===== config.mk =====
export PLATFORM = sky130hd
export DESIGN_NAME = busmaster_dma_regs
export DESIGN_NICKNAME = d
export VERILOG_FILES = /design/src/rtl/bmdma_pkg.sv /design/src/rtl/bmdma_chan.sv /design/src/rtl/bmdma_decode.sv /design/src/rtl/busmaster_dma_regs.sv
export SDC_FILE = /design/constraint.sdc
export NUM_CORES = 1
export LEC_CHECK = 0
export ABC_AREA = 1
export BUFFER_PORTS_ARGS = -buffer_cell sky130_fd_sc_hd__buf_2
export CORE_AREA = 4 4 132 134
export CTS_CLUSTER_DIAMETER = 120
export CTS_CLUSTER_SIZE = 8
export DETAILED_ROUTE_END_ITERATION = 10
export DIE_AREA = 0 0 136 138
export GPL_TIMING_DRIVEN = 0
export PLACE_DENSITY = 0.64
export SLEW_MARGIN = 20
export SYNTH_ARGS = -nofsm -noshare
export SYNTH_HDL_FRONTEND = slang
export SYNTH_SLANG_ARGS = --single-unit

===== constraint.sdc =====
create_clock -name clk -period 4.6 [get_ports clk]
set_input_delay 1.15 -clock clk [delete_from_list [all_inputs] [get_ports clk]]
set_output_delay 1.15 -clock clk [all_outputs]
set_load 0.02 [all_outputs]

===== src/rtl/bmdma_pkg.sv =====
package bmdma_pkg;

    localparam int CHAN_STRIDE = 8;
    localparam int OFF_CMD     = 0;
    localparam int OFF_STS     = 2;
    localparam int OFF_PTR     = 4;
    localparam int PTR_W       = 32;

    typedef enum logic [1:0] {
        SZ_BYTE = 2'd0,
        SZ_HALF = 2'd1,
        SZ_WORD = 2'd2,
        SZ_RSVD = 2'd3
    } xfer_size_e;

    typedef struct packed {
        logic [3:0] spare_hi;
        logic       dir;
        logic [1:0] spare_lo;
        logic       run;
    } cmd_reg_t;

    typedef struct packed {
        logic [4:0] plain;
        logic       intr;
        logic       err;
        logic       act;
    } sts_reg_t;

    localparam cmd_reg_t CMD_RESET = '0;
    localparam sts_reg_t STS_RESET = '{plain: 5'b01100, intr: 1'b0, err: 1'b0, act: 1'b0};

    function automatic logic [31:0] size_mask(input xfer_size_e s);
        case (s)
            SZ_BYTE: return 32'h0000_00ff;
            SZ_HALF: return 32'h0000_ffff;
            default: return 32'hffff_ffff;
        endcase
    endfunction

    function automatic logic clear_on_one(input logic cur, input logic wr);
        return cur & ~wr;
    endfunction

endpackage


===== src/rtl/bmdma_chan.sv =====
module bmdma_chan
    import bmdma_pkg::*;
(
    input  logic             clk,
    input  logic             rst,
    input  logic             wr_cmd,
    input  logic             wr_sts,
    input  logic             wr_ptr,
    input  logic [31:0]      wdata,
    input  logic             done,
    output cmd_reg_t         cmd_q,
    output sts_reg_t         sts_q,
    output logic [PTR_W-1:0] ptr_q,
    output logic             start_p,
    output logic             abort_p
);

    cmd_reg_t         cmd_n;
    sts_reg_t         sts_n;
    logic [PTR_W-1:0] ptr_n;
    logic             start_n;
    logic             abort_n;

    always_comb begin
        cmd_reg_t wc;
        sts_reg_t ws;
        cmd_n   = cmd_q;
        sts_n   = sts_q;
        ptr_n   = ptr_q;
        start_n = 1'b0;
        abort_n = 1'b0;
        wc      = cmd_reg_t'(wdata[7:0]);
        ws      = sts_reg_t'(wdata[7:0]);

        if (wr_cmd) begin
            if (sts_q.act) begin
                wc.dir = cmd_q.dir;
            end
            if (wc.run && !cmd_q.run) begin
                sts_n.act = 1'b1;
                start_n   = 1'b1;
            end else if (!wc.run && cmd_q.run) begin
                sts_n.act = 1'b0;
                abort_n   = 1'b1;
            end
            cmd_n = wc;
        end

        if (wr_sts) begin
            sts_n.plain = ws.plain;
            sts_n.intr  = clear_on_one(sts_q.intr, ws.intr);
            sts_n.err   = clear_on_one(sts_q.err, ws.err);
        end

        if (wr_ptr) begin
            ptr_n = {wdata[PTR_W-1:2], 2'b00};
        end

        if (done) begin
            cmd_n.run  = 1'b0;
            sts_n.act  = 1'b0;
            sts_n.intr = 1'b1;
            start_n    = 1'b0;
            abort_n    = 1'b0;
        end
    end

    always_ff @(posedge clk) begin
        if (rst) begin
            cmd_q   <= CMD_RESET;
            sts_q   <= STS_RESET;
            ptr_q   <= '0;
            start_p <= 1'b0;
            abort_p <= 1'b0;
        end else begin
            cmd_q   <= cmd_n;
            sts_q   <= sts_n;
            ptr_q   <= ptr_n;
            start_p <= start_n;
            abort_p <= abort_n;
        end
    end

endmodule


===== src/rtl/bmdma_decode.sv =====
module bmdma_decode
    import bmdma_pkg::*;
#(
    parameter int NCH = 2,
    parameter int AW  = 4
) (
    input  logic                     req_valid,
    input  logic                     req_write,
    input  logic                     bm_en,
    input  logic [1:0]               req_size,
    input  logic [AW-1:0]            req_addr,
    input  cmd_reg_t [NCH-1:0]       cmd_i,
    input  sts_reg_t [NCH-1:0]       sts_i,
    input  logic [NCH*PTR_W-1:0]     ptr_i,
    output logic [NCH-1:0]           wr_cmd,
    output logic [NCH-1:0]           wr_sts,
    output logic [NCH-1:0]           wr_ptr,
    output logic [31:0]              rd_data
);

    localparam int NBYTES = NCH * CHAN_STRIDE;

    xfer_size_e sz;
    logic       wr_ok;
    logic [7:0] img [NBYTES];

    assign sz    = xfer_size_e'(req_size);
    assign wr_ok = req_valid && req_write && bm_en;

    for (genvar c = 0; c < NCH; c++) begin : g_chan
        localparam int BASE = c * CHAN_STRIDE;

        assign img[BASE + 0] = cmd_i[c];
        assign img[BASE + 1] = 8'h00;
        assign img[BASE + 2] = sts_i[c];
        assign img[BASE + 3] = 8'h00;
        for (genvar b = 0; b < 4; b++) begin : g_ptr_byte
            assign img[BASE + OFF_PTR + b] = ptr_i[c*PTR_W + 8*b +: 8];
        end

        assign wr_cmd[c] = wr_ok && (int'(req_addr) == BASE + OFF_CMD) && (sz == SZ_BYTE);
        assign wr_sts[c] = wr_ok && (int'(req_addr) == BASE + OFF_STS) && (sz == SZ_BYTE);
        assign wr_ptr[c] = wr_ok && (int'(req_addr) == BASE + OFF_PTR) && (sz == SZ_WORD);
    end

    always_comb begin
        logic [31:0] raw;
        raw = '0;
        for (int k = 0; k < 4; k++) begin
            logic [AW:0] idx;
            idx = {1'b0, req_addr} + (AW+1)'(k);
            if (int'(idx) < NBYTES) begin
                raw[8*k +: 8] = img[idx[AW-1:0]];
            end
        end
        rd_data = raw & size_mask(sz);
    end

endmodule


===== src/rtl/busmaster_dma_regs.sv =====
module busmaster_dma_regs
    import bmdma_pkg::*;
#(
    parameter int NCH = 2,
    parameter int AW  = $clog2(NCH * CHAN_STRIDE)
) (
    input  logic                 clk,
    input  logic                 rst,
    input  logic                 bm_en,
    input  logic                 req_valid,
    input  logic                 req_write,
    input  logic [1:0]           req_size,
    input  logic [AW-1:0]        req_addr,
    input  logic [31:0]          req_wdata,
    output logic [31:0]          rd_data,
    input  logic [NCH-1:0]       done,
    output logic [NCH-1:0]       start_pulse,
    output logic [NCH-1:0]       abort_pulse,
    output logic [NCH*PTR_W-1:0] start_ptr,
    output logic [NCH-1:0]       irq
);

    cmd_reg_t [NCH-1:0]   cmd_q;
    sts_reg_t [NCH-1:0]   sts_q;
    logic [NCH*PTR_W-1:0] ptr_q;
    logic [NCH-1:0]       wr_cmd;
    logic [NCH-1:0]       wr_sts;
    logic [NCH-1:0]       wr_ptr;

    bmdma_decode #(.NCH(NCH), .AW(AW)) decode_i (
        .req_valid (req_valid),
        .req_write (req_write),
        .bm_en     (bm_en),
        .req_size  (req_size),
        .req_addr  (req_addr),
        .cmd_i     (cmd_q),
        .sts_i     (sts_q),
        .ptr_i     (ptr_q),
        .wr_cmd    (wr_cmd),
        .wr_sts    (wr_sts),
        .wr_ptr    (wr_ptr),
        .rd_data   (rd_data)
    );

    for (genvar c = 0; c < NCH; c++) begin : g_ch
        bmdma_chan chan_i (
            .clk     (clk),
            .rst     (rst),
            .wr_cmd  (wr_cmd[c]),
            .wr_sts  (wr_sts[c]),
            .wr_ptr  (wr_ptr[c]),
            .wdata   (req_wdata),
            .done    (done[c]),
            .cmd_q   (cmd_q[c]),
            .sts_q   (sts_q[c]),
            .ptr_q   (ptr_q[c*PTR_W +: PTR_W]),
            .start_p (start_pulse[c]),
            .abort_p (abort_pulse[c])
        );
        assign irq[c] = sts_q[c].intr;
    end

    assign start_ptr = ptr_q;

endmodule


After elaboration in Yosys (flattened, before gate mapping)

Index checks and enable logic that the tools add are counted.

Register bits: 96
Input port bits: 45
Output and inout port bits: 102

$add $sub $neg: 3
Magnitude comparators: 8
Equality and inequality tests: 7
Mux-type cells: 29
Bitwise gates (word level): 15
Reductions and logical operators: 37

Operators by type and width:

| kind                                                                          | count |
|---|---|
| 8-bit binary-select mux with 4-bit select                                     | 4 |
| 8-bit two-way mux                                                             | 12 |
| 32-bit case mux with 2 select lines                                           | 1 |
| 32-bit AND                                                                    | 1 |
| 5-bit greater-or-equal comparator (second input constant)                     | 4 |
| 4-bit inverter with 5-bit output                                              | 4 |
| 1-bit logical AND                                                             | 18 |
| 5-bit less-than comparator (second input constant)                            | 3 |
| 4-bit equality test (second input constant)                                   | 3 |
| 4-bit by 2-bit adder with 5-bit output (second input constant)                | 2 |
| 1-bit two-way mux                                                             | 10 |
| 4-bit by 3-bit equality test with 1-bit output (second input constant)        | 2 |
| 2-bit AND reduction                                                           | 4 |
| 2-bit nonzero test                                                            | 4 |
| 4-bit OR reduction                                                            | 2 |
| 1-bit inverter                                                                | 6 |
| 3-bit OR reduction                                                            | 2 |
| 4-bit by 1-bit adder with 5-bit output (second input constant)                | 1 |
| 4-bit by 5-bit less-than comparator with 1-bit output (second input constant) | 1 |
| 1-bit AND                                                                     | 4 |
| 4-bit zero test                                                               | 1 |
| 2-bit two-way mux                                                             | 2 |
| 2-bit OR reduction                                                            | 2 |
| 1-bit zero test                                                               | 3 |
| 3 further kinds                                                               | 3 |

Depth between registers and ports, before layout

Gate-level depths: netlist of the first run.

Depth after elaboration: 7
Gate-level depth with buffers: 13
Gate-level depth less buffers: 10

Modules after synthesis

Synthesis of the first run repeated with hierarchy kept, for this count alone.

Cell total of the unflattened synthesis: 1319
Area total of the unflattened synthesis: 7282.0 µm²

Modules (own cells, without submodules):

| module       | instances | cells each | area an instance (µm²) | sequential area each (µm²) |
|---|---|---|---|---|
| bmdma_decode | 1         | 883        | 3853.7                 | 0.0 |
| bmdma_chan   | 2         | 218        | 1714.1                 | 960.9 |

Least setup slack after synthesis of the first run

No wires, ideal clock.

Path type: input to output
Start point: input req_addr[1]
End point: output rd_data[14]
Arrival: 2960 ps
Data required time: 3450 ps
Setup slack: 490 ps
Stages: 13
Path buffers: 4
Path through: buf_2 inv_1 buf_2 buf_2 ha_1 inv_2 clkbuf_1 nand3_1 nand2_1 a21oi_1 nand2_1 nand2_1 nor2_1

Cells in the longest elaborated chain, start to end: 7
Elaborated cells between the ends (all ways): 8
Classes of those cells: add/sub: 1; order compare: 1; mux: 4; bitwise: 2

Ends and longest elaborated chain:

| item                                                   | RTL line                 | source |
|---|---|---|
| start, declared                                        | busmaster_dma_regs.sv:13 | `input logic [AW-1:0] req_addr,` |
| 4-bit by 1-bit adder with 5-bit output (*)             | bmdma_decode.sv:51       | `idx = {1'b0, req_addr} + (AW+1)'(k);` |
| 4-bit inverter with 5-bit output (not written as such) | bmdma_decode.sv:53       | `raw[8*k +: 8] = img[idx[AW-1:0]];` |
| 8-bit binary-select mux with 4-bit select              | bmdma_decode.sv:53       |  |
| 8-bit two-way mux (not written as such) (2 in a row)   | bmdma_decode.sv:53       |  |
| 8-bit two-way mux (*)                                  | bmdma_decode.sv:52       | `if (int'(idx) < NBYTES) begin` |
| 32-bit AND (*)                                         | bmdma_decode.sv:56       | `rd_data = raw & size_mask(sz);` |
| end, declared                                          | busmaster_dma_regs.sv:15 | `output logic [31:0] rd_data,` |

Every way passes the cells marked *; elsewhere a longest branch is shown, timed or not. The select of a mux whose other input is x is not followed.

Worst setup path after layout of the first run

Start point: input req_addr[1]
End point: output rd_data[22]

Cells in the longest elaborated chain, start to end: 7
Elaborated cells between the ends (all ways): 8
Classes of those cells: add/sub: 1; order compare: 1; mux: 4; bitwise: 2

Ends and longest elaborated chain:

| item                                                   | RTL line |
|---|---|
| 4-bit by 2-bit adder with 5-bit output (*)             | bmdma_decode.sv:51 |
| 4-bit inverter with 5-bit output (not written as such) | bmdma_decode.sv:53 |
| 8-bit binary-select mux with 4-bit select              | bmdma_decode.sv:53 |
| 8-bit two-way mux (not written as such) (2 in a row)   | bmdma_decode.sv:53 |
| 8-bit two-way mux (*)                                  | bmdma_decode.sv:52 |
| 32-bit AND (*)                                         | bmdma_decode.sv:56 |

Marks and branches as above.

==> impl_results.html, run 1 <==
<table>
<tr><th>Metric</th><th>Value</th></tr>
<tr><th colspan="2">Critical path</th></tr>
<tr><td>R2R Path End</td><td>g_ch[1].chan_i.sts_q[0]</td></tr>
<tr><td>Cell at the slowest stage of the critical path</td><td>sky130_fd_sc_hd__ha_1</td></tr>
<tr><td>Setup crit start kind</td><td>primary input</td></tr>
<tr><td>Type of element capturing the critical path</td><td>primary output</td></tr>
<tr><td>FF-to-FF setup slack</td><td>3.42 ns</td></tr>
<tr><td>Depth of the worst register-to-register path</td><td>4</td></tr>
<tr><td>Largest incremental delay on the critical path</td><td>approximately 0.37 ns</td></tr>
<tr><td>Kind of critical path</td><td>in2out</td></tr>
<tr><td>Launch point of the worst reg-to-reg path</td><td>g_ch[1].chan_i.cmd_q[0]</td></tr>
<tr><td>CP cell instances</td><td>clkbuf_4 -&gt; inv_1 -&gt; clkbuf_4 -&gt; buf_6 -&gt; ha_1 -&gt; inv_1 -&gt; clkbuf_2 -&gt; nand2_1 -&gt; a21oi_1 -&gt; nor2_1 -&gt; nor2_1 -&gt; buf_2</td></tr>
<tr><td>WP data arrival</td><td>~3.4 ns</td></tr>
<tr><td>WP data required</td><td>3.45 ns</td></tr>
<tr><td>Maximum fanout count along the critical path</td><td>12</td></tr>
<tr><th colspan="2">Synth</th></tr>
<tr><td>Syn. warnings</td><td>0</td></tr>
<tr><td>Combinational family with the most area after synthesis</td><td>simple AND/OR/NAND/NOR gates</td></tr>
<tr><td>XOR/XNOR share of the synthesized area</td><td>0%</td></tr>
<tr><td>Cell taking the most area after synthesis</td><td>sky130_fd_sc_hd__dfxtp_1</td></tr>
<tr><td>Post-synthesis cell count</td><td>1286</td></tr>
<tr><td>Portion of the post-synthesis area used by sequential elements</td><td>26.6%</td></tr>
<tr><td>Synthesized area</td><td>around 7200 sq um</td></tr>
<tr><td>EDFF count, synth</td><td>0</td></tr>
<tr><td>Fraction of the mapped netlist area in adder cells</td><td>between 1.5 and 2%</td></tr>
<tr><td>Synth Flop Type</td><td>sky130_fd_sc_hd__dfxtp_1</td></tr>
<tr><td>Fraction of post-synthesis cell area in the top cell type by area</td><td>26.6%</td></tr>
<tr><td>Compound-gate portion of the synthesized area</td><td>about an eighth</td></tr>
<tr><td>Area contributors post-synth</td><td>sky130_fd_sc_hd__dfxtp_1, sky130_fd_sc_hd__nand2_1, sky130_fd_sc_hd__nand3_1</td></tr>
<tr><td>Post-synthesis register bit count</td><td>96</td></tr>
<tr><td>Synthesized-area fraction occupied by and/or/nand/nor cells</td><td>between 40% and 50%</td></tr>
<tr><td>Synth unique cells</td><td>31</td></tr>
<tr><td>Proportion of synthesized area in mux cells</td><td>0%</td></tr>
<tr><td>Synthesized area per cell</td><td>5.61 sq um</td></tr>
<tr><td>Proportion of synthesized flip-flops having asynchronous set or reset</td><td>0%</td></tr>
<tr><th colspan="2">Cells and area</th></tr>
<tr><td>Final cell count without fillers</td><td>approximately 1700</td></tr>
<tr><td>Final antenna diode count</td><td>0</td></tr>
<tr><td>Net count, final</td><td>roughly 1500</td></tr>
<tr><td>Most frequent cells in the layout</td><td>sky130_fd_sc_hd__nand2_1, sky130_fd_sc_hd__nand3_1, sky130_fd_sc_hd__nor2_1, sky130_fd_sc_hd__buf_2, sky130_fd_sc_hd__dfxtp_1</td></tr>
<tr><td>Ratio of cells with drive above 1 in the final layout</td><td>17.2%</td></tr>
<tr><td>Growth of design area from synthesis to finish</td><td>18.8%</td></tr>
<tr><td>Most common cell after layout, fill and taps aside</td><td>sky130_fd_sc_hd__nand2_1</td></tr>
<tr><td>Fill cell instance count of the final layout</td><td>1759</td></tr>
<tr><th colspan="2">Global routing</th></tr>
<tr><td>Overall track demand over capacity in global routing</td><td>a little under two fifths</td></tr>
<tr><td>Maximum number of pins on one net before global-route repair</td><td>20</td></tr>
<tr><td>GRT Residual Overflow</td><td>0</td></tr>
<tr><td>First-pass GRT wire length</td><td>53.2 mm</td></tr>
<tr><td>Antenna violations before repair</td><td>0</td></tr>
<tr><td>Number of global-route vias before repair</td><td>8509</td></tr>
<tr><th colspan="2">CTS</th></tr>
<tr><td>Total clock sinks</td><td>96</td></tr>
<tr><td>Clock slew seen by the registers of the worst setup and hold paths</td><td>0.07 ns</td></tr>
<tr><td>CTS tree</td><td>done</td></tr>
<tr><td>CTS Buffer Depth</td><td>2</td></tr>
<tr><td>Number of instances resized during post-cts repair</td><td>15</td></tr>
<tr><td>Number of buffers inserted during clock tree synthesis</td><td>9</td></tr>
<tr><td>CTS Hold Bufs</td><td>0</td></tr>
<tr><td>H-tree levels</td><td>3</td></tr>
<tr><td>Clock latency of the later-clocked register in the worst-skew pair</td><td>0.37 ns</td></tr>
<tr><td>Post-CTS Setup Inserts</td><td>0</td></tr>
<tr><td>Library cell used as clock root buffer</td><td>sky130_fd_sc_hd__clkbuf_16</td></tr>
<tr><th colspan="2">Worst hold path</th></tr>
<tr><td>Count of cells along the worst hold path</td><td>2</td></tr>
<tr><td>Worst min-delay path class</td><td>reg2reg</td></tr>
<tr><td>End point of the most critical hold path</td><td>g_ch[0].chan_i.cmd_q[4]</td></tr>
<tr><td>Source of the worst hold timing path</td><td>g_ch[0].chan_i.cmd_q[4]</td></tr>
<tr><th colspan="2">Detailed routing</th></tr>
<tr><td>Average detailed-routed wire length per instance</td><td>21.9 um</td></tr>
<tr><td>Total number of vias</td><td>9715</td></tr>
<tr><td>Vias per Instance</td><td>5.83</td></tr>
<tr><td>Detailed-route DRC error count</td><td>0</td></tr>
<tr><td>DRT Wirelength</td><td>roughly 36 mm</td></tr>
<tr><td>Antenna viol nets, final</td><td>0</td></tr>
<tr><td>Number of detailed-routing iterations run before antenna repair</td><td>6</td></tr>
<tr><td>Iteration-0 DRC Markers</td><td>1509</td></tr>
<tr><th colspan="2">STA</th></tr>
<tr><td>Post-Route Skew</td><td>approximately 0.0011 ns</td></tr>
<tr><td>Final worst hold slack</td><td>a little over 0.5 ns</td></tr>
<tr><td>RSZ-0062 raised after global routing</td><td>no</td></tr>
<tr><td>Max Fclk</td><td>0.222 GHz</td></tr>
<tr><td>Final Hold Fails</td><td>0</td></tr>
<tr><td>Worst slew margin</td><td>44.0%</td></tr>
<tr><td>Total negative slack</td><td>0 ns</td></tr>
<tr><td>Max Slew Vio Count</td><td>0</td></tr>
<tr><td>Period Utilization, post-route</td><td>between 90% and 100%</td></tr>
<tr><td>Tightest Pin Transition</td><td>0.837 ns</td></tr>
<tr><td>Minimum clock period</td><td>4.50 ns</td></tr>
<tr><td>Final number of setup-violating endpoints</td><td>0</td></tr>
<tr><th colspan="2">Die</th></tr>
<tr><td>IO Count</td><td>between 100 and 150</td></tr>
<tr><td>Area of the die</td><td>18800 sq um</td></tr>
<tr><td>Chip Height</td><td>138 um</td></tr>
<tr><td>Effective utilization at floorplan</td><td>around 44%</td></tr>
<tr><td>Placeable Area</td><td>about 16000 sq um</td></tr>
<tr><td>Die X-Extent</td><td>roughly 140 um</td></tr>
<tr><td>Row count</td><td>47</td></tr>
<tr><th colspan="2">Status</th></tr>
<tr><td>Run status</td><td>finished clean</td></tr>
<tr><th colspan="2">Placement</th></tr>
<tr><td>Number of buffers inserted by port buffering</td><td>~140</td></tr>
<tr><td>Final weighted congestion in routability-driven placement</td><td>1.07</td></tr>
<tr><td>Total instance count after detailed placement</td><td>1651</td></tr>
<tr><td>Placed wire-length estimate after detailed placement</td><td>28.4 mm</td></tr>
<tr><th colspan="2">Pwr</th></tr>
<tr><td>Static Leak</td><td>approximately 4.3 nW</td></tr>
<tr><td>PD cells</td><td>260 nW/um^2</td></tr>
<tr><td>Overall power consumption</td><td>2.23 mW</td></tr>
<tr><td>VDD IR-drop max</td><td>225 uV</td></tr>
<tr><th colspan="2">Job</th></tr>
<tr><td>Max-cap violation count</td><td>0</td></tr>
</table>
[kinds of logic (layout without fill, tap and decap cells)]
logic type                 after synthesis  after routing
buffers and inverters                  151            307
AOI/OAI and AO/OA                      167            167
other                                    1              4
adders and majority gates               10             10
DFF                                     96             96
and+or+nand+nor                        861            861
[report_power, final]
part	switching [mW]	leakage, nW	internal (mW)	total [mW]
registers	0.00623	0.774	0.833	0.839
logic	0.396	3.39	0.170	0.566
clock network	0.389	0.158	0.440	0.829
[sequential cells by signal, indices dropped and copies added, names as in the netlist]
register and count:
g_ch.chan_i.ptr_q 60, g_ch.chan_i.start_p 2, g_ch.chan_i.abort_p 2, g_ch.chan_i.cmd_q 16, g_ch.chan_i.sts_q 16
[metal layers]
| metal | up-vias | wire, um | GRT usage [%] |
|---|---|---|---|
| met1 | 4472 | 14800 | 51.6 |
| li1 | 4465 | - | - |
| met3 | 126 | 4190 | 9.23 |
| met4 | 0 | 2020 | 15.5 |
| met5 | - | 0 | 0 |
| met2 | 652 | 15500 | 56.6 |
[worst max-delay path by stage]
stage                start           to  slack, ns  cells past startpoint
3_3_place_gp   req_addr[1]  rd_data[31]      -0.37                     14
2_1_floorplan  req_addr[1]  rd_data[14]       0.49                     13
6_report       req_addr[1]  rd_data[22]        0.1                     12
5_1_grt        req_addr[1]  rd_data[29]      0.006                     13
4_1_cts        req_addr[1]  rd_data[25]      0.009                     13
3_5_place_dp   req_addr[1]  rd_data[30]      -0.35                     14
[synth_stat cells (3+ instances only)]
| cell | number |
|---|---|
| sky130_fd_sc_hd__buf_2 | 34 |
| sky130_fd_sc_hd__and2_1 | 5 |
| sky130_fd_sc_hd__ha_1 | 10 |
| sky130_fd_sc_hd__dfxtp_1 | 96 |
| sky130_fd_sc_hd__o21ai_0 | 87 |
| sky130_fd_sc_hd__nand3_1 | 216 |
| sky130_fd_sc_hd__inv_2 | 7 |
| sky130_fd_sc_hd__clkbuf_1 | 30 |
| sky130_fd_sc_hd__nand2_2 | 8 |
| sky130_fd_sc_hd__nor2_1 | 174 |
| sky130_fd_sc_hd__buf_4 | 20 |
| sky130_fd_sc_hd__buf_1 | 3 |
| sky130_fd_sc_hd__buf_6 | 5 |
| sky130_fd_sc_hd__o211ai_1 | 6 |
| sky130_fd_sc_hd__inv_1 | 52 |
| sky130_fd_sc_hd__a21oi_1 | 69 |
| sky130_fd_sc_hd__nand2_1 | 439 |
| sky130_fd_sc_hd__nor3_1 | 8 |
[worst max-delay path: cells and delay by family]
kind	cells	cell delay (ns)
AOI/OAI and AO/OA	1	0.17
buffers and inverters	7	1.31
adders and majority gates	1	0.37
and+or+nand+nor	3	0.33
[final cells by class]
class / count / area, sq um / area share (%)
multi-input cells: 1042 / 4590 / 53.5
flip-flops and latches: 96 / 1920 / 22.4
repair buffers: 142 / 713 / 8.32
plain buffers: 90 / 524 / 6.11
well taps: 220 / 275 / 3.21
clock buffers: 9 / 225 / 2.63
inverters: 59 / 224 / 2.61
clock inverters: 7 / 100 / 1.17
[metrics by stage]
step	util [%]	cell area (sq um)	worst slack, ns
finish	52.6	8570	0.0981
global route	52.6	8570	0.00591
CTS	52.6	8570	0.00933
detailed placement	50.4	8220	-0.353
global placement	50.4	8220	-0.370
floorplan	-	7230	0.490
No activity file was read; power rests on OpenSTA's default activity.
==> inputs of run 2 (changes only) <==
--- a/config.mk
+++ b/config.mk
@@ -7,14 +7,15 @@
 export LEC_CHECK = 0
 export ABC_AREA = 1
 export BUFFER_PORTS_ARGS = -buffer_cell sky130_fd_sc_hd__buf_2
-export CORE_AREA = 4 4 132 134
+export CORE_AREA = 4 4 133 135
 export CTS_CLUSTER_DIAMETER = 120
 export CTS_CLUSTER_SIZE = 8
 export DETAILED_ROUTE_END_ITERATION = 10
-export DIE_AREA = 0 0 136 138
+export DIE_AREA = 0 0 137 139
 export GPL_TIMING_DRIVEN = 0
-export PLACE_DENSITY = 0.64
+export PLACE_DENSITY = 0.63
 export SLEW_MARGIN = 20
 export SYNTH_ARGS = -nofsm -noshare
 export SYNTH_HDL_FRONTEND = slang
+export SYNTH_HIERARCHICAL = 1
 export SYNTH_SLANG_ARGS = --single-unit
==> impl_results.html, run 2 <==
<table>
<tr><th>Metric</th><th>Value</th></tr>
<tr><th colspan="2">Cells and area</th></tr>
<tr><td>Largest register by flop count</td><td>g_ch.chan_i/ptr_q</td></tr>
<tr><td>Max FFs per register</td><td>60</td></tr>
<tr><td>Final cell count without fillers</td><td>1697</td></tr>
<tr><td>Most common cell after layout, fill and taps aside</td><td>sky130_fd_sc_hd__nand2_1</td></tr>
<tr><td>Ratio of cells with drive above 1 in the final layout</td><td>16.6%</td></tr>
<tr><td>Registers with the most flip-flops</td><td>g_ch.chan_i/ptr_q (60), g_ch.chan_i/cmd_q (16), g_ch.chan_i/sts_q (16)</td></tr>
<tr><td>Final antenna diode count</td><td>0</td></tr>
<tr><td>Post-layout instance area</td><td>8570 sq um</td></tr>
<tr><td>Net count, final</td><td>~1500</td></tr>
<tr><td>Most frequent cells in the layout</td><td>sky130_fd_sc_hd__nand2_1, sky130_fd_sc_hd__nand3_1, sky130_fd_sc_hd__nor2_1, sky130_fd_sc_hd__buf_2, sky130_fd_sc_hd__dfxtp_1</td></tr>
<tr><td>Growth of design area from synthesis to finish</td><td>17.7%</td></tr>
<tr><th colspan="2">Die</th></tr>
<tr><td>Area of the die</td><td>roughly 19000 sq um</td></tr>
<tr><td>IO Count</td><td>147</td></tr>
<tr><td>Row count</td><td>47</td></tr>
<tr><td>Die X-Extent</td><td>137 um</td></tr>
<tr><td>Effective utilization at floorplan</td><td>approximately 44%</td></tr>
<tr><td>Placeable Area</td><td>16500 sq um</td></tr>
<tr><td>Chip Height</td><td>139 um</td></tr>
<tr><th colspan="2">CTS</th></tr>
<tr><td>H-tree levels</td><td>3</td></tr>
<tr><td>CTS tree</td><td>done</td></tr>
<tr><td>Library cell used as clock root buffer</td><td>sky130_fd_sc_hd__clkbuf_16</td></tr>
<tr><td>Total clock sinks</td><td>96</td></tr>
<tr><td>Clock slew seen by the registers of the worst setup and hold paths</td><td>0.08 ns</td></tr>
<tr><td>Post-CTS Setup Inserts</td><td>0</td></tr>
<tr><td>Clock latency of the later-clocked register in the worst-skew pair</td><td>roughly 0.36 ns</td></tr>
<tr><td>Number of buffers inserted during clock tree synthesis</td><td>9</td></tr>
<tr><td>CTS Buffer Depth</td><td>2</td></tr>
<tr><th colspan="2">Synth</th></tr>
<tr><td>List of most frequent post-synthesis cells</td><td>sky130_fd_sc_hd__nand2_1, sky130_fd_sc_hd__nand3_1, sky130_fd_sc_hd__nor2_1</td></tr>
<tr><td>Post-synthesis cell count</td><td>1319</td></tr>
<tr><td>EDFF count, synth</td><td>0</td></tr>
<tr><td>Most repeated cell in the gate-level netlist after synthesis</td><td>sky130_fd_sc_hd__nand2_1</td></tr>
<tr><td>Synth Flop Type</td><td>sky130_fd_sc_hd__dfxtp_1</td></tr>
<tr><td>Post-synthesis register bit count</td><td>96</td></tr>
<tr><td>Synth unique cells</td><td>25</td></tr>
<tr><td>Cell taking the most area after synthesis</td><td>sky130_fd_sc_hd__dfxtp_1</td></tr>
<tr><td>Area contributors post-synth</td><td>sky130_fd_sc_hd__dfxtp_1, sky130_fd_sc_hd__nand2_1, sky130_fd_sc_hd__nand3_1</td></tr>
<tr><td>Fraction of post-synthesis cell area in the top cell type by area</td><td>26.4%</td></tr>
<tr><td>Portion of the post-synthesis area used by sequential elements</td><td>approximately a quarter</td></tr>
<tr><td>Synthesized area per cell</td><td>5.52 sq um</td></tr>
<tr><td>Proportion of synthesized flip-flops having asynchronous set or reset</td><td>0%</td></tr>
<tr><td>Synthesized area</td><td>7280 sq um</td></tr>
<tr><td>Syn. warnings</td><td>6</td></tr>
<tr><th colspan="2">Critical path</th></tr>
<tr><td>WP data required</td><td>3.45 ns</td></tr>
<tr><td>Maximum fanout count along the critical path</td><td>19</td></tr>
<tr><td>Type of element capturing the critical path</td><td>primary output</td></tr>
<tr><td>Setup crit start kind</td><td>primary input</td></tr>
<tr><td>WP data arrival</td><td>3.36 ns</td></tr>
<tr><td>Kind of critical path</td><td>in2out</td></tr>
<tr><th colspan="2">Global routing</th></tr>
<tr><td>GRT Residual Overflow</td><td>0</td></tr>
<tr><td>Antenna violations before repair</td><td>0</td></tr>
<tr><td>Overall track demand over capacity in global routing</td><td>38.8%</td></tr>
<tr><td>Maximum number of pins on one net before global-route repair</td><td>22</td></tr>
<tr><td>Number of global-route vias before repair</td><td>8662</td></tr>
<tr><td>First-pass GRT wire length</td><td>54.8 mm</td></tr>
<tr><th colspan="2">Pwr</th></tr>
<tr><td>VDD IR-drop max</td><td>177 uV</td></tr>
<tr><td>PD cells</td><td>253 nW/um^2</td></tr>
<tr><td>Overall power consumption</td><td>~2.2 mW</td></tr>
<tr><td>Static Leak</td><td>4.66 nW</td></tr>
<tr><th colspan="2">Detailed routing</th></tr>
<tr><td>Antenna viol nets, final</td><td>0</td></tr>
<tr><td>Vias per Instance</td><td>5.77</td></tr>
<tr><td>Average detailed-routed wire length per instance</td><td>22.3 um</td></tr>
<tr><td>Total number of vias</td><td>slightly below 10000</td></tr>
<tr><td>Detailed-route DRC error count</td><td>0</td></tr>
<tr><td>DRT Wirelength</td><td>37.8 mm</td></tr>
<tr><td>Number of detailed-routing iterations run before antenna repair</td><td>8</td></tr>
<tr><td>Iteration-0 DRC Markers</td><td>~1300</td></tr>
<tr><th colspan="2">STA</th></tr>
<tr><td>Final Hold Fails</td><td>0</td></tr>
<tr><td>Max Fclk</td><td>0.222 GHz</td></tr>
<tr><td>Post-Route Skew</td><td>0.00733 ns</td></tr>
<tr><td>Period Utilization, post-route</td><td>98.0%</td></tr>
<tr><td>Final number of setup-violating endpoints</td><td>0</td></tr>
<tr><td>Tightest Pin Transition</td><td>0.932 ns</td></tr>
<tr><td>PnR worst setup slack</td><td>0.0899 ns</td></tr>
<tr><td>RSZ-0062 raised after global routing</td><td>no</td></tr>
<tr><td>Max Slew Vio Count</td><td>0</td></tr>
<tr><td>Worst slew margin</td><td>37.8%</td></tr>
<tr><td>Minimum clock period</td><td>4.51 ns</td></tr>
<tr><th colspan="2">Placement</th></tr>
<tr><td>Placed wire-length estimate after detailed placement</td><td>29.3 mm</td></tr>
<tr><td>DP Worst Slack</td><td>-0.182 ns</td></tr>
<tr><td>Final weighted congestion in routability-driven placement</td><td>1.03</td></tr>
<tr><td>Total instance count after detailed placement</td><td>1683</td></tr>
<tr><td>Placed inst area</td><td>8280 sq um</td></tr>
<tr><td>Number of buffers inserted by port buffering</td><td>142</td></tr>
<tr><th colspan="2">Status</th></tr>
<tr><td>Run status</td><td>finished clean</td></tr>
<tr><th colspan="2">Job</th></tr>
<tr><td>Max-cap violation count</td><td>0</td></tr>
<tr><th colspan="2">Worst hold path</th></tr>
<tr><td>Worst min-delay path class</td><td>reg2reg</td></tr>
</table>
-- run 2: changes by cell type after synthesis, moves of 8 or more --
| cell | change |
|---|---|
| sky130_fd_sc_hd__a21oi_1 | -10 |
| sky130_fd_sc_hd__buf_2 | +8 |
| sky130_fd_sc_hd__clkbuf_1 | -17 |
| sky130_fd_sc_hd__inv_1 | +11 |
| sky130_fd_sc_hd__nand2_1 | +17 |
| sky130_fd_sc_hd__nor2_1 | +36 |
-- run 2: cell type report --
type / instances / area [sq um]
Fill cell: 1843 / 7890
Multi-Input combinational cell: 1071 / 4630
Sequential cell: 96 / 1920
Timing Repair Buffer: 142 / 711
Buffer: 83 / 493
Tap cell: 220 / 275
Inverter: 69 / 264
Clock buffer: 10 / 229
Clock inverter: 6 / 50.0
-- run 2: power breakdown --
part           internal [mW]  total, mW  leakage (nW)  switching, mW
combinational          0.169      0.584          3.75          0.415
sequential             0.833      0.839         0.774        0.00610
clock                  0.377      0.747         0.136          0.370
total                   1.38       2.17          4.66          0.792
-- run 2: logic make-up after synthesis --
kind of cell             Yosys count  share of synthesized area [%]
buffers and inverters            154                           10.3
AND/OR/NAND/NOR                  901                           50.7
other                              2                          0.103
AO/OA/AOI/OAI                    156                           10.8
flip-flops                        96                           26.4
adder cells (fa/ha/maj)           10                           1.72
-- run 2: what timing repair did --
| action | in CTS | in global routing |
|---|---|---|
| setup endpoints to repair | 23 | 17 |
| pin swaps | 0 | 0 |
| hold buffers | 0 | 0 |
| gates resized for setup | 9 | 3 |
-- run 2: critical path: stages --
cell	delay, ns
sky130_fd_sc_hd__buf_2	0.13
sky130_fd_sc_hd__buf_4	0.19
sky130_fd_sc_hd__inv_4	0.12
sky130_fd_sc_hd__ha_1	0.35
sky130_fd_sc_hd__buf_2	0.23
sky130_fd_sc_hd__buf_2	0.27
sky130_fd_sc_hd__nand2_1	0.08
sky130_fd_sc_hd__nand3_1	0.08
sky130_fd_sc_hd__nand2_1	0.08
sky130_fd_sc_hd__a21oi_1	0.35
sky130_fd_sc_hd__nor2_1	0.13
sky130_fd_sc_hd__buf_2	0.18
-- run 2: path summary, 6_finish.rpt --
check / startpoint / to / slack [ns] / cells past startpoint
min reg2reg: g_ch[0].chan_i/sts_q[1] / g_ch[0].chan_i/sts_q[1] / 0.55 / 2
max: req_addr[1] / rd_data[30] / 0.09 / 12
max reg2reg: g_ch[1].chan_i/cmd_q[0] / g_ch[1].chan_i/sts_q[0] / 3.22 / 6
min: g_ch[0].chan_i/sts_q[1] / g_ch[0].chan_i/sts_q[1] / 0.55 / 2
-- run 2: per-layer routing --
metal  vias to the layer above  GRT usage, %  part of all wire [%]
met2                       659          56.6                    42
li1                       4528             -                     -
met1                      4475          54.9                    42
met4                         0          17.9                   5.7
met5                         -             0                     0
met3                       124          7.11                    11
-- run 2: metrics by stage --
| stage | utilization (%) | TNS [ns] | hold slack (ns) |
|---|---|---|---|
| floorplan | - | 0 | 0.433 |
| global placement | 50.3 | -2.11 | 0.521 |
| detailed placement | 50.3 | -2.09 | 0.524 |
| CTS | 52.0 | 0 | 0.541 |
| global route | 52.1 | 0 | 0.549 |
| finish | 52.1 | 0 | 0.552 |
==> inputs of run 3 (changes only) <==
--- a/config.mk
+++ b/config.mk
@@ -12,7 +12,6 @@
 export CTS_CLUSTER_SIZE = 8
 export DETAILED_ROUTE_END_ITERATION = 10
 export DIE_AREA = 0 0 137 139
-export GPL_TIMING_DRIVEN = 0
 export PLACE_DENSITY = 0.63
 export SLEW_MARGIN = 20
 export SYNTH_ARGS = -nofsm -noshare
==> impl_results.html, run 3 (synthesis results as in run 2) <==
<table>
<tr><th>Metric</th><th>Value</th></tr>
<tr><th colspan="2">STA</th></tr>
<tr><td>Max Fclk</td><td>0.233 GHz</td></tr>
<tr><td>Worst slew margin</td><td>between 30% and 40%</td></tr>
<tr><td>Tightest Pin Transition</td><td>1.00 ns</td></tr>
<tr><td>Final worst hold slack</td><td>0.548 ns</td></tr>
<tr><td>Final number of setup-violating endpoints</td><td>0</td></tr>
<tr><td>Post-Route Skew</td><td>0.00895 ns</td></tr>
<tr><td>Max Slew Vio Count</td><td>0</td></tr>
<tr><td>Period Utilization, post-route</td><td>93.4%</td></tr>
<tr><td>RSZ-0062 raised after global routing</td><td>no</td></tr>
<tr><td>Minimum clock period</td><td>around 4.3 ns</td></tr>
<tr><td>Total negative slack</td><td>0 ns</td></tr>
<tr><td>Final Hold Fails</td><td>0</td></tr>
<tr><th colspan="2">Global routing</th></tr>
<tr><td>Maximum number of pins on one net before global-route repair</td><td>116</td></tr>
<tr><td>GRT Residual Overflow</td><td>0</td></tr>
<tr><td>First-pass GRT wire length</td><td>between 40 and 50 mm</td></tr>
<tr><td>Met1 Usage GRT</td><td>a little under half</td></tr>
<tr><td>Overall track demand over capacity in global routing</td><td>33.6%</td></tr>
<tr><td>Global-route met3 utilization</td><td>between 6 and 7%</td></tr>
<tr><td>GRT met2 Usage</td><td>49.8%</td></tr>
<tr><td>Antenna violations before repair</td><td>0</td></tr>
<tr><td>Most utilized layer in the global route result</td><td>met2</td></tr>
<tr><td>Number of global-route vias before repair</td><td>7935</td></tr>
<tr><th colspan="2">Die</th></tr>
<tr><td>Chip Height</td><td>139 um</td></tr>
<tr><td>Area of the die</td><td>19000 sq um</td></tr>
<tr><td>Placeable Area</td><td>about 16000 sq um</td></tr>
<tr><td>Row count</td><td>47</td></tr>
<tr><td>Effective utilization at floorplan</td><td>44.2%</td></tr>
<tr><td>Die X-Extent</td><td>137 um</td></tr>
<tr><td>IO Count</td><td>147</td></tr>
<tr><th colspan="2">Critical path</th></tr>
<tr><td>Cell at the slowest stage of the critical path</td><td>sky130_fd_sc_hd__buf_12</td></tr>
<tr><td>CP cell instances</td><td>buf_4 -&gt; buf_12 -&gt; ha_1 -&gt; inv_1 -&gt; nand2_2 -&gt; nand2_2 -&gt; inv_2 -&gt; nand3_1 -&gt; nand2_1 -&gt; nand2_1 -&gt; nor2_1 -&gt; buf_2</td></tr>
<tr><td>WP data arrival</td><td>approximately 3.2 ns</td></tr>
<tr><td>Kind of critical path</td><td>in2out</td></tr>
<tr><td>WP data required</td><td>3.45 ns</td></tr>
<tr><td>Setup crit start kind</td><td>primary input</td></tr>
<tr><td>Largest incremental delay on the critical path</td><td>0.37 ns</td></tr>
<tr><td>Maximum fanout count along the critical path</td><td>roughly 120</td></tr>
<tr><td>Type of element capturing the critical path</td><td>primary output</td></tr>
<tr><th colspan="2">CTS</th></tr>
<tr><td>Clock latency of the later-clocked register in the worst-skew pair</td><td>0.36 ns</td></tr>
<tr><td>Clock slew seen by the registers of the worst setup and hold paths</td><td>0.07 ns</td></tr>
<tr><td>CTS Buffer Depth</td><td>2</td></tr>
<tr><td>Post-CTS Setup Inserts</td><td>0</td></tr>
<tr><td>CTS tree</td><td>done</td></tr>
<tr><td>H-tree levels</td><td>3</td></tr>
<tr><td>Library cell used as clock root buffer</td><td>sky130_fd_sc_hd__clkbuf_16</td></tr>
<tr><td>Total clock sinks</td><td>96</td></tr>
<tr><td>CTS Hold Bufs</td><td>0</td></tr>
<tr><td>Number of buffers inserted during clock tree synthesis</td><td>9</td></tr>
<tr><td>Number of instances resized during post-cts repair</td><td>0</td></tr>
<tr><th colspan="2">Cells and area</th></tr>
<tr><td>Most frequent cells in the layout</td><td>sky130_fd_sc_hd__nand2_1, sky130_fd_sc_hd__nand3_1, sky130_fd_sc_hd__nor2_1, sky130_fd_sc_hd__buf_2, sky130_fd_sc_hd__dfxtp_1</td></tr>
<tr><td>Max FFs per register</td><td>60</td></tr>
<tr><td>Registers with the most flip-flops</td><td>g_ch.chan_i/ptr_q (60), g_ch.chan_i/cmd_q (16), g_ch.chan_i/sts_q (16)</td></tr>
<tr><td>Most common cell after layout, fill and taps aside</td><td>sky130_fd_sc_hd__nand2_1</td></tr>
<tr><td>Net count, final</td><td>1468</td></tr>
<tr><td>Largest register by flop count</td><td>g_ch.chan_i/ptr_q</td></tr>
<tr><td>Final antenna diode count</td><td>0</td></tr>
<tr><td>Growth of design area from synthesis to finish</td><td>13.9%</td></tr>
<tr><td>Ratio of cells with drive above 1 in the final layout</td><td>13.8%</td></tr>
<tr><td>Post-layout instance area</td><td>8300 sq um</td></tr>
<tr><th colspan="2">Detailed routing</th></tr>
<tr><td>Antenna viol nets, final</td><td>0</td></tr>
<tr><td>Vias per Instance</td><td>approximately 5.6</td></tr>
<tr><td>Number of detailed-routing iterations run before antenna repair</td><td>6</td></tr>
<tr><td>Total number of vias</td><td>9183</td></tr>
<tr><td>Detailed-route DRC error count</td><td>0</td></tr>
<tr><td>Average detailed-routed wire length per instance</td><td>around 20 um</td></tr>
<tr><td>DRT Wirelength</td><td>32.9 mm</td></tr>
<tr><td>Iteration-0 DRC Markers</td><td>1007</td></tr>
<tr><th colspan="2">Pwr</th></tr>
<tr><td>VDD IR-drop max</td><td>197 uV</td></tr>
<tr><td>Portion of total power attributed to the clock network</td><td>35.6%</td></tr>
<tr><td>Int Pwr</td><td>1.38 mW</td></tr>
<tr><td>Share of total power in combinational logic</td><td>24.7%</td></tr>
<tr><td>Net switching fraction of the power</td><td>34.9%</td></tr>
<tr><td>Net switching power figure</td><td>~0.74 mW</td></tr>
<tr><td>Register share of total power</td><td>39.7%</td></tr>
<tr><td>PD cells</td><td>~250 nW/um^2</td></tr>
<tr><td>Static Leak</td><td>4.44 nW</td></tr>
<tr><th colspan="2">Placement</th></tr>
<tr><td>Placed inst area</td><td>8010 sq um</td></tr>
<tr><td>Final weighted congestion in routability-driven placement</td><td>1.01</td></tr>
<tr><td>Placed wire-length estimate after detailed placement</td><td>24.4 mm</td></tr>
<tr><td>Number of buffers inserted by port buffering</td><td>142</td></tr>
<tr><th colspan="2">Status</th></tr>
<tr><td>Run status</td><td>finished clean</td></tr>
<tr><th colspan="2">Worst hold path</th></tr>
<tr><td>Worst min-delay path class</td><td>reg2reg</td></tr>
<tr><th colspan="2">Job</th></tr>
<tr><td>Max-cap violation count</td><td>0</td></tr>
</table>
run 3: path summary, 6_finish.rpt:
path,startpoint,end,slack (ns),depth (start not counted)
worst max-delay path,req_addr[0],rd_data[11],0.30,12
worst min-delay path,g_ch[0].chan_i/ptr_q[28],g_ch[0].chan_i/ptr_q[28],0.55,2
worst max register to register,g_ch[1].chan_i/cmd_q[0],g_ch[1].chan_i/sts_q[0],3.33,6
worst min register to register,g_ch[0].chan_i/ptr_q[28],g_ch[0].chan_i/ptr_q[28],0.55,2
run 3: area by class of cell:
class,instances,area (sq um)
multi-input combinational,1071,4630
sequential,96,1920
clock inverter,6,50.0
clock buffer,10,239
fill,1872,8170
inverter,69,262
tap,220,275
timing repair buffer,166,918
run 3: stage by stage:
stage	utilization (%)	setup slack, ns	std cells	power [mW]
after detailed placement	48.6	0.315	1622	1.37
after global placement	48.6	0.293	1622	1.37
after global routing	50.4	0.174	1638	2.21
after floorplan	-	0.627	1321	1.21
after CTS	50.4	0.303	1638	2.11
final	50.4	0.301	1638	2.12
run 3: critical path: cells and delay by family:
family,cells,cell delay (ns)
adders and majority gates,1,0.25
buffers and inverters,5,1.04
and+or+nand+nor,6,0.68
run 3: power by group through the flow:
stage	Combinational (mW)	Clock (mW)	Sequential [mW]
floorplan	0.350	0	0.858
global placement	0.511	0	0.858
detailed placement	0.510	0	0.858
CTS	0.511	0.764	0.838
global route	0.568	0.804	0.839
finish	0.523	0.753	0.839
run 3: metal layers:
metal / wire length (um) / up-vias
met4: 1400 / 0
li1: - / 4408
met5: 0 / -
met1: 14000 / 4228
met2: 14500 / 467
met3: 2940 / 80
